File: src/rtl/sctr_pkg.sv
package sctr_pkg;

    localparam int BUS_W    = 32;
    localparam int ADDR_W   = 12;
    localparam int STAT_BIT = 31;
    localparam int EN_BIT   = 0;

    localparam logic [ADDR_W-1:0] ADDR_CTRL = 12'h103;
    localparam logic [ADDR_W-1:0] ADDR_LO   = 12'h104;
    localparam logic [ADDR_W-1:0] ADDR_HI   = 12'h105;

    typedef enum logic [1:0] {
        WIN_IDLE    = 2'd0,
        WIN_LO_SEEN = 2'd1,
        WIN_HI_SEEN = 2'd2
    } win_phase_e;

    typedef struct packed {
        logic rd_lo;
        logic rd_hi;
        logic rd_ctrl;
        logic rd_other;
        logic wr_ctrl;
    } bus_dec_t;

    function automatic bus_dec_t decode_access(
        input logic              rd,
        input logic              wr,
        input logic [ADDR_W-1:0] addr
    );
        bus_dec_t d;
        d.rd_lo    = rd && (addr == ADDR_LO);
        d.rd_hi    = rd && (addr == ADDR_HI);
        d.rd_ctrl  = rd && (addr == ADDR_CTRL);
        d.rd_other = rd && !(d.rd_lo || d.rd_hi || d.rd_ctrl);
        d.wr_ctrl  = wr && (addr == ADDR_CTRL);
        return d;
    endfunction

    function automatic logic [BUS_W-1:0] pack_ctrl(input logic en, input logic ok);
        logic [BUS_W-1:0] w;
        w           = '0;
        w[STAT_BIT] = ok;
        w[EN_BIT]   = en;
        return w;
    endfunction

endpackage

File: src/rtl/sctr_count_core.sv
module sctr_count_core #(
    parameter int HALF_W = 32
) (
    input  logic              clk,
    input  logic              rst,
    input  logic              run_i,
    output logic [HALF_W-1:0] lo_o,
    output logic [HALF_W-1:0] hi_o,
    output logic              wrap_o
);
    logic [HALF_W-1:0] lo_q;
    logic [HALF_W-1:0] hi_q;
    logic              lo_full;

    assign lo_full = &lo_q;
    assign wrap_o  = run_i && lo_full;

    always_ff @(posedge clk) begin
        if (rst) begin
            lo_q <= '0;
            hi_q <= '0;
        end else if (run_i) begin
            lo_q <= lo_q + 1'b1;
            if (lo_full) begin
                hi_q <= hi_q + 1'b1;
            end
        end
    end

    assign lo_o = lo_q;
    assign hi_o = hi_q;
endmodule

File: src/rtl/sctr_read_tracker.sv
module sctr_read_tracker
    import sctr_pkg::*;
(
    input  logic       clk,
    input  logic       rst,
    input  bus_dec_t   dec_i,
    input  logic       evt_i,
    input  logic       wrap_i,
    output win_phase_e phase_o,
    output logic       report_o
);
    win_phase_e phase_q;
    logic       ok_q;

    always_ff @(posedge clk) begin
        if (rst) begin
            phase_q <= WIN_IDLE;
            ok_q    <= 1'b0;
        end else if (dec_i.rd_ctrl) begin
            phase_q <= WIN_IDLE;
            ok_q    <= 1'b0;
        end else if (dec_i.rd_lo) begin
            phase_q <= WIN_LO_SEEN;
            ok_q    <= !(evt_i || wrap_i);
        end else if (dec_i.rd_hi) begin
            if (phase_q == WIN_LO_SEEN) begin
                phase_q <= WIN_HI_SEEN;
                ok_q    <= ok_q && !evt_i;
            end else begin
                phase_q <= WIN_IDLE;
                ok_q    <= 1'b0;
            end
        end else if (phase_q == WIN_LO_SEEN) begin
            ok_q <= ok_q && !(evt_i || wrap_i);
        end
    end

    assign phase_o  = phase_q;
    assign report_o = ok_q && (phase_q == WIN_HI_SEEN);
endmodule

File: src/rtl/sctr_reg_port.sv
module sctr_reg_port
    import sctr_pkg::*;
#(
    parameter int HALF_W = 32
) (
    input  logic              clk,
    input  logic              rst,
    input  logic              rd_i,
    input  logic              wr_i,
    input  logic [ADDR_W-1:0] addr_i,
    input  logic [BUS_W-1:0]  wdata_i,
    input  logic [HALF_W-1:0] lo_i,
    input  logic [HALF_W-1:0] hi_i,
    input  logic              report_i,
    output bus_dec_t          dec_o,
    output logic              run_o,
    output logic [BUS_W-1:0]  rdata_o
);
    localparam int PAD_W = BUS_W - HALF_W;

    logic [BUS_W-1:0] lo_ext;
    logic [BUS_W-1:0] hi_ext;
    logic [BUS_W-1:0] rd_mux;
    logic             run_q;
    logic [BUS_W-1:0] rdata_q;
    bus_dec_t         dec;

    generate
        if (PAD_W == 0) begin : g_full_width
            assign lo_ext = lo_i;
            assign hi_ext = hi_i;
        end else begin : g_zero_pad
            assign lo_ext = {{PAD_W{1'b0}}, lo_i};
            assign hi_ext = {{PAD_W{1'b0}}, hi_i};
        end
    endgenerate

    assign dec = decode_access(rd_i, wr_i, addr_i);

    always_comb begin
        rd_mux = '0;
        if (dec.rd_lo) begin
            rd_mux = lo_ext;
        end else if (dec.rd_hi) begin
            rd_mux = hi_ext;
        end else if (dec.rd_ctrl) begin
            rd_mux = pack_ctrl(run_q, report_i);
        end
    end

    always_ff @(posedge clk) begin
        if (rst) begin
            run_q   <= 1'b0;
            rdata_q <= '0;
        end else begin
            if (dec.wr_ctrl) begin
                run_q <= wdata_i[EN_BIT];
            end
            if (rd_i) begin
                rdata_q <= rd_mux;
            end
        end
    end

    assign dec_o   = dec;
    assign run_o   = run_q;
    assign rdata_o = rdata_q;
endmodule

File: src/rtl/sctr_split_counter.sv
module sctr_split_counter
    import sctr_pkg::*;
#(
    parameter int HALF_W = 32
) (
    input  logic              clk,
    input  logic              rst,
    input  logic              bus_rd,
    input  logic              bus_wr,
    input  logic [ADDR_W-1:0] bus_addr,
    input  logic [BUS_W-1:0]  bus_wdata,
    input  logic              irq_evt,
    output logic [BUS_W-1:0]  bus_rdata
);
    logic [HALF_W-1:0] cnt_lo_w;
    logic [HALF_W-1:0] cnt_hi_w;
    logic              wrap_w;
    logic              run_w;
    logic              report_w;
    win_phase_e        phase_w;
    bus_dec_t          dec_w;

    sctr_reg_port #(.HALF_W(HALF_W)) port_i (
        .clk      (clk),
        .rst      (rst),
        .rd_i     (bus_rd),
        .wr_i     (bus_wr),
        .addr_i   (bus_addr),
        .wdata_i  (bus_wdata),
        .lo_i     (cnt_lo_w),
        .hi_i     (cnt_hi_w),
        .report_i (report_w),
        .dec_o    (dec_w),
        .run_o    (run_w),
        .rdata_o  (bus_rdata)
    );

    sctr_count_core #(.HALF_W(HALF_W)) core_i (
        .clk    (clk),
        .rst    (rst),
        .run_i  (run_w),
        .lo_o   (cnt_lo_w),
        .hi_o   (cnt_hi_w),
        .wrap_o (wrap_w)
    );

    sctr_read_tracker track_i (
        .clk      (clk),
        .rst      (rst),
        .dec_i    (dec_w),
        .evt_i    (irq_evt),
        .wrap_i   (wrap_w),
        .phase_o  (phase_w),
        .report_o (report_w)
    );
endmodule

File: config.mk
export PLATFORM = sky130hd
export DESIGN_NAME = sctr_split_counter
export DESIGN_NICKNAME = d
export VERILOG_FILES = /design/src/rtl/sctr_pkg.sv /design/src/rtl/sctr_count_core.sv /design/src/rtl/sctr_read_tracker.sv /design/src/rtl/sctr_reg_port.sv /design/src/rtl/sctr_split_counter.sv
export SDC_FILE = /design/constraint.sdc
export NUM_CORES = 1
export LEC_CHECK = 0
export BUFFER_PORTS_ARGS = -buffer_cell sky130_fd_sc_hd__buf_4
export CAP_MARGIN = 30
export CORE_MARGIN = 2
export CORE_UTILIZATION = 50
export DETAILED_ROUTE_END_ITERATION = 8
export MAX_ROUTING_LAYER = met4
export PLACE_DENSITY = 0.72
export SETUP_SLACK_MARGIN = 0.1
export SLEW_MARGIN = 20
export SYNTH_ARGS = -nofsm -noshare
export SYNTH_HDL_FRONTEND = slang
export SYNTH_SLANG_ARGS = --single-unit
export TNS_END_PERCENT = 20
File: constraint.sdc
create_clock -name clk -period 5.02 [get_ports clk]
set_clock_uncertainty 0.1 [all_clocks]
set_input_delay 0.753 -clock clk [delete_from_list [all_inputs] [get_ports clk]]
set_output_delay 0.753 -clock clk [all_outputs]
set_load 0.01 [all_outputs]
==> metrics.md, run 1 <==
| Metric | Value |
|---|---|
| Fmax | between 0.3 and 0.4 GHz |
| Setup repair bufs after CTS | 0 |
| I/O pin count | between 80 and 90 |
| Yosys top cell by area | dfxtp_1 |
| First-pass GRT wire length | 17.8 mm |
| Clock Latency Late Sink | between 300 and 400 ps |
| Routed Wire Length | 10.5 mm |
| Slew HR | 0.587 |
| Reg clk slew, reported paths | roughly 100 ps |
| Non-filler cells, final | 713 |
| DRT iter0 DRCs | 200 |
| Yosys top cell area share | 0.427 |
| RePlAce Congestion | 0.828 |
| Crit Path Category | flop to flop |
| Async SR Flop Fraction | 0 |
| Final min period | 3120 ps |
| Most frequent cell after synthesis | dfxtp_1 |
| Inst Count DP | 695 |
| Mapped Area | ~4700 sq um |
| Final setup viols | 0 |
| Core Footprint | 9150 sq um |
| Initial antenna violation count | 0 |
| Predominant post-synthesis flop cell | dfxtp_1 |
| Synthesized flop and latch total | 100 |
| Fin crit share | 0.621 |
| Area Overhead vs Synth | 13.6% |
| Total number of vias | 4077 |
| CTS tree | built |
| N_diodes | 0 |
| Hold Path Class | flop to flop |
| Synth Area in Simple Gates | 0.268 |
| Synth Area in Compound Gates | 0.125 |
| Htree depth | 3 |
| ANT nets after route | 0 |
| Setup TNS | 0 ps |
| Worst EP arrival | about 3300 ps |
| CTS root buf | clkbuf_8 |
| Largest family of logic cells by synthesized area | simple AND/OR/NAND/NOR gates |
| Leading post-synthesis cells by cell area | dfxtp_1 43%, nor2_1 7.9%, mux2i_1 7.5% |
| Fin nets | around 650 |
| Crit-path max FO | 29 |
| Yosys cell types | 39 |
| Die width | roughly 100 microns |
| Hold_buf cts | 0 |
| Synth Area in XOR/XNOR | 0.0524 |
| Peak VDD IR | about 0.15 mV |
| Register area share after synthesis | 0.427 |
| Layout cells sized above 1 | 0.126 |
| Final Hold Fails | 0 |
| Initial Util | 0.512 |
| Post-Synthesis Cells | 568 |
| PwrDens | roughly 260 nW/um^2 |
| Fin Hold WS | approximately 370 ps |
| Max-Cap Viols | 0 |
| Post-synthesis adder-cell area fraction | 0.00534 |
| Synth top cells by count | 100 x dfxtp_1, 99 x nor2_1, 64 x a21oi_1, 35 x mux2i_1, 30 x clkbuf_1 |
| Status | finished, final reports clean |
| Clk buf depth | 2 |
| Mux share of post-synthesis cell area | 0.0772 |
| Congestion Overflow GR | 0 |
| Lkg Pwr | roughly 1.8 nW |
| DRC viols | 0 |
| EDFF count, synth | 0 |
| CP startpoint kind | flop |
| Count of pins over their slew limit | 0 |
| Total CTS buffers | 9 |
| Vias/cell | about 5.7 |
| Die Span Y | 101 microns |
| R2R setup slack | ~1900 ps |
| HPWL after detailed placement | between 7 and 8 mm |
| Synthesis Warnings | 0 |
| Largest net degree at the start of global routing | 101 |
| Wire per inst | roughly 15 microns |
| Syn nets | a little over 600 |
| Drt pass-1 iters | 4 |
| Clock Sinks | 100 |
| Avg Synthesized Cell Area | 8.25 sq um |
| Die area | 10200 sq um |
| Port bufs | 49 |
| Resized cells post-CTS | 0 |
| Critical Path End Type | flop |
| CP Data Required Time | a little over 5000 ps |
| Row cnt | 35 |
| Layout fillers | about 840 |
| RSZ-0062 raised after global routing | no |
| Worst Tran Pin Value | about 600 ps |
| Total track usage | 0.222 |
| Vias in the first global route | 3766 |
==> per-stage QoR <==
| step | power (W) | worst slack [ps] | utilization | instance area, sq um |
|---|---|---|---|---|
| after CTS | 0.00138 | 1880 | 0.576 | 5270 |
| after detailed placement | 0.000855 | 1890 | 0.554 | 5070 |
| after global placement | 0.000855 | 1920 | 0.554 | 5070 |
| after floorplan | 0.000840 | 2330 | - | 4680 |
| final | 0.00137 | 1900 | 0.582 | 5320 |
| after global routing | 0.00142 | 1750 | 0.582 | 5320 |
==> sequential cells by signal, indices dropped and copies added, names as in the netlist <==
register,count
port_i.rdata_o,32
core_i.lo_o,32
port_i.run_o,1
track_i.phase_o,2
track_i.ok_q,1
core_i.hi_o,32
==> cells in the final DEF, fill, tap and decap left out, types with 2 or more instances in the layout <==
master	n
nor2_1	99
buf_16	2
and3_1	4
a21oi_1	64
nor2b_1	2
mux2i_1	35
a31oi_1	2
nand2_1	29
inv_1	16
nor3_1	14
xor2_1	11
clkinvlp_4	3
o31ai_1	21
dfxtp_1	100
or4_1	24
nand3_1	21
nand2b_1	3
and4_1	4
or3_1	17
and3b_1	2
buf_4	52
or2_2	2
clkbuf_8	9
nand4_1	16
a21boi_0	2
xnor2_1	17
nor4_1	5
ha_1	2
o21ai_0	11
==> cells by family (layout without fill, tap and decap cells) <==
| logic type | Yosys count | count (layout) |
|---|---|---|
| compound gates | 103 | 103 |
| xor+xnor | 28 | 28 |
| fa+ha+maj | 2 | 2 |
| buf+inv | 52 | 86 |
| flops | 100 | 100 |
| mux | 36 | 36 |
| simple gates | 247 | 247 |
==> worst paths after layout <==
kind,start,end,cells past startpoint
max,core_i.lo_o[12]$_SDFFE_PP0P_,core_i.hi_o[31]$_SDFFE_PP0P_,5
min,port_i.rdata_o[31]$_SDFFE_PP0P_,port_i.rdata_o[31]$_SDFFE_PP0P_,2
max reg2reg,core_i.lo_o[12]$_SDFFE_PP0P_,core_i.hi_o[31]$_SDFFE_PP0P_,5
min reg2reg,port_i.rdata_o[31]$_SDFFE_PP0P_,port_i.rdata_o[31]$_SDFFE_PP0P_,2
==> layout make-up <==
| type | instances | area (sq um) | area share |
|---|---|---|---|
| clock inverter | 6 | 72.6 | 0.0136 |
| timing repair buffer | 54 | 445 | 0.0837 |
| multi-input combinational | 416 | 2480 | 0.465 |
| clock buffer | 10 | 128 | 0.0240 |
| sequential | 100 | 2000 | 0.376 |
| tap | 111 | 139 | 0.0261 |
| inverter | 16 | 60.1 | 0.0113 |
==> worst max-delay path: stages (launching register included) <==
cell and delay, ps:
dfxtp_1 480, nand4_4 230, or4_1 760, or4_4 770
nor4_1 310, mux2_2 370
==> where the power goes <==
group          switching (W)  internal, W
sequential     0.00000000608     0.000793
clock               0.000292     0.000236
combinational      0.0000292    0.0000201
==> metal layers <==
layer  part of all wire  track usage  routed length, microns  up-vias
met5                  0            -                       0        -
met4              0.018       0.0706                     189        0
met3              0.037       0.0437                     395       17
met2               0.47        0.354                    4970       76
met1               0.47        0.285                    4990     1910
li1                   -            -                       -     2074
No activity file was read; power rests on OpenSTA's default activity.
==> run 2, diff against run 1 <==
clock period = 3 ns   (was 5.02 ns; I/O delays follow)
==> metrics.md, run 2 (synthesis results as in run 1) <==
| Metric | Value |
|---|---|
| Fin crit share | 0.924 (+0.303) |
| Area Overhead vs Synth | 13.8% |
| Die width | 101 microns (unchanged) |
| Peak VDD IR | 0.344 mV (+130%) |
| Final total power | 0.00227 W (+66%) |
| Routed Wire Length | 10.6 mm (+0.14%) |
| Worst setup path end | core_i.hi_o[15]$_SDFFE_PP0P_ |
| Die Span Y | 101 microns (unchanged) |
| Max-Cap Viols | 0 (unchanged) |
| Commonest non-fill, non-tap cell in the layout | dfxtp_1 |
| Most frequent cells in the layout | 100 x dfxtp_1, 99 x nor2_1, 64 x a21oi_1, 58 x buf_4, 35 x mux2i_1 |
| Initial Util | 0.512 (unchanged) |
| Final Hold Fails | 0 (unchanged) |
| Row cnt | 35 (unchanged) |
| Net switching fraction of the power | 0.231 (-0.00274) |
| CTS tree | built |
| I/O pin count | 81 (unchanged) |
| Wire per inst | 14.7 microns (-0.56%) |
| Hold_buf cts | 0 (unchanged) |
| N_diodes | 0 (unchanged) |
| Critical Path End Type | flop |
| Clock Sinks | 100 (unchanged) |
| Count of pins over their slew limit | 0 (unchanged) |
| Port bufs | 49 (unchanged) |
| Clock Latency Late Sink | 360 ps (about the same) |
| CP Data Required Time | 3190 ps (-2000 ps) |
| Fin nets | 653 (+0.77%) |
| Core Footprint | 9150 sq um (unchanged) |
| Inst Count DP | 701 (+0.86%) |
| Worst Tran Pin Value | 612 ps (-5.09 ps) |
| Total CTS buffers | 9 (unchanged) |
| HPWL after detailed placement | 7.25 mm (+3.2%) |
| First-pass GRT wire length | 17.9 mm (+0.90%) |
| Setup crit start | core_i.lo_o[4]$_SDFFE_PP0P_ |
| Final min period | 2770 ps (-346 ps) |
| RePlAce Congestion | 0.830 (+0.24%) |
| Setup TNS | 0 ps (unchanged) |
| ANT nets after route | 0 (unchanged) |
| Gate power share | 0.034 (-0.002) |
| Net switching power | 0.000525 W (+64%) |
| Drt pass-1 iters | 4 (unchanged) |
| Status | finished, final reports clean |
| Final setup viols | 0 (unchanged) |
| DRC viols | 0 (unchanged) |
| Htree depth | 3 (unchanged) |
| Crit Path Category | flop to flop |
| Lkg Pwr | 1.84 nW (+0.66%) |
| Vias/cell | 5.74 (+0.30%) |
| Clock share of power | 0.382 (-0.003) |
| Reg2reg start | core_i.lo_o[4]$_SDFFE_PP0P_ |
| Initial antenna violation count | 0 (unchanged) |
| Congestion Overflow GR | 0 (unchanged) |
| Layout cells sized above 1 | 0.137 (+0.0105) |
| R2R setup slack | 230 ps (-1670 ps) |
| RR Endpoint | core_i.hi_o[15]$_SDFFE_PP0P_ |
| Non-filler cells, final | 718 (+0.70%) |
| Slew HR | 0.592 (+0.00462) |
| Total number of vias | 4118 (+1.0%) |
| CP startpoint kind | flop |
| Worst EP arrival | 2970 ps (-310 ps) |
| Fmax | 0.361 GHz (+12%) |
| Hold Path Class | primary input to flop |
| Total track usage | 0.223 (+0.000837) |
| Reg clk slew, reported paths | 100 ps (about the same) |
| CTS root buf | clkbuf_8 |
| Clk buf depth | 2 (unchanged) |
| Crit-path max FO | 29 (unchanged) |
| Worst Reg-to-Reg Cells | 5 (unchanged) |
| Setup repair bufs after CTS | 0 (unchanged) |
| Largest net degree at the start of global routing | 38 (-62%) |
| Power Internal | 0.00174 W (+66%) |
| RSZ-0062 raised after global routing | yes |
| Part of the power in registers | 0.584 (+0.005) |
| Die area | 10200 sq um (unchanged) |
| PwrDens | 426 nW/um^2 (+66%) |
| Vias in the first global route | 3909 (+3.8%) |
| DRT iter0 DRCs | 220 (+10%) |
-- run 2: changes by cell type in the layout (fill, tap and decap cells not counted), sizes merged --
cell and change:
buf +5, clkbuf -1, clkinv +2, inv -1
-- run 2: metrics by stage --
| step | setup slack [ps] | utilization | instance area [sq um] | hold WS (ps) |
|---|---|---|---|---|
| 3_3_place_gp | 266 | 0.559 | 5110 | 341 |
| 4_1_cts | 200 | 0.580 | 5310 | 221 |
| 5_1_grt | 78.0 | 0.582 | 5330 | 247 |
| 3_5_place_dp | 197 | 0.559 | 5110 | 345 |
| 6_report | 228 | 0.582 | 5330 | 230 |
| 2_1_floorplan | 312 | - | 4680 | 349 |
-- run 2: repair_timing --
action / in CTS / in global routing
hold endpoints to repair: 0 / 0
endpoints found under the setup margin: 0 / 3
resized for setup: 0 / 1
-- run 2: power by group through the flow --
stage                     clock, W  combinational [W]  sequential (W)
final                     0.000866          0.0000775         0.00133
after global routing      0.000938          0.0000841         0.00133
after CTS                 0.000887          0.0000759         0.00133
after detailed placement         0          0.0000759         0.00136
after global placement           0          0.0000744         0.00136
after floorplan                  0          0.0000479         0.00136
-- run 2: final cells by class --
| type | count | area (sq um) |
|---|---|---|
| multi-input combinational | 416 | 2480 |
| clock buffer | 9 | 124 |
| tap | 111 | 139 |
| sequential | 100 | 2000 |
| inverter | 16 | 60.1 |
| fill | 819 | 3820 |
| timing repair buffer | 59 | 450 |
| clock inverter | 7 | 75.1 |
-- run 2: worst max-delay path: stages, from the launching register on --
cell	delay, ps
dfxtp_1	450
nand4_2	210
or4_1	580
or4_4	700
or4_1	520
a21oi_1	150
-- run 2: per-layer routing --
layer / GRT usage / vias to the layer above / share of wire / routed length [microns]
li1: - / 2081 / - / -
met1: 0.281 / 1952 / 0.46 / 4880
met2: 0.372 / 80 / 0.49 / 5180
met3: 0.0257 / 5 / 0.041 / 435
met4: 0.0759 / 0 / 0.0063 / 66
met5: - / - / 0 / 0
-- run 2: worst min path at each step --
| stage | cells after the start | start | to | slack [ps] |
|---|---|---|---|---|
| after detailed placement | 2 | port_i.rdata_o[31]$_SDFFE_PP0P_ | port_i.rdata_o[31]$_SDFFE_PP0P_ | 350 |
| after global placement | 2 | port_i.rdata_o[31]$_SDFFE_PP0P_ | port_i.rdata_o[31]$_SDFFE_PP0P_ | 340 |
| final | 3 | bus_wdata[0] | port_i.run_o$_SDFFE_PP0P_ | 230 |
| after CTS | 3 | bus_wdata[0] | port_i.run_o$_SDFFE_PP0P_ | 220 |
| after global routing | 3 | bus_wdata[0] | port_i.run_o$_SDFFE_PP0P_ | 250 |
| after floorplan | 2 | track_i.phase_o[1]$_SDFFE_PP0N_ | track_i.phase_o[1]$_SDFFE_PP0N_ | 350 |
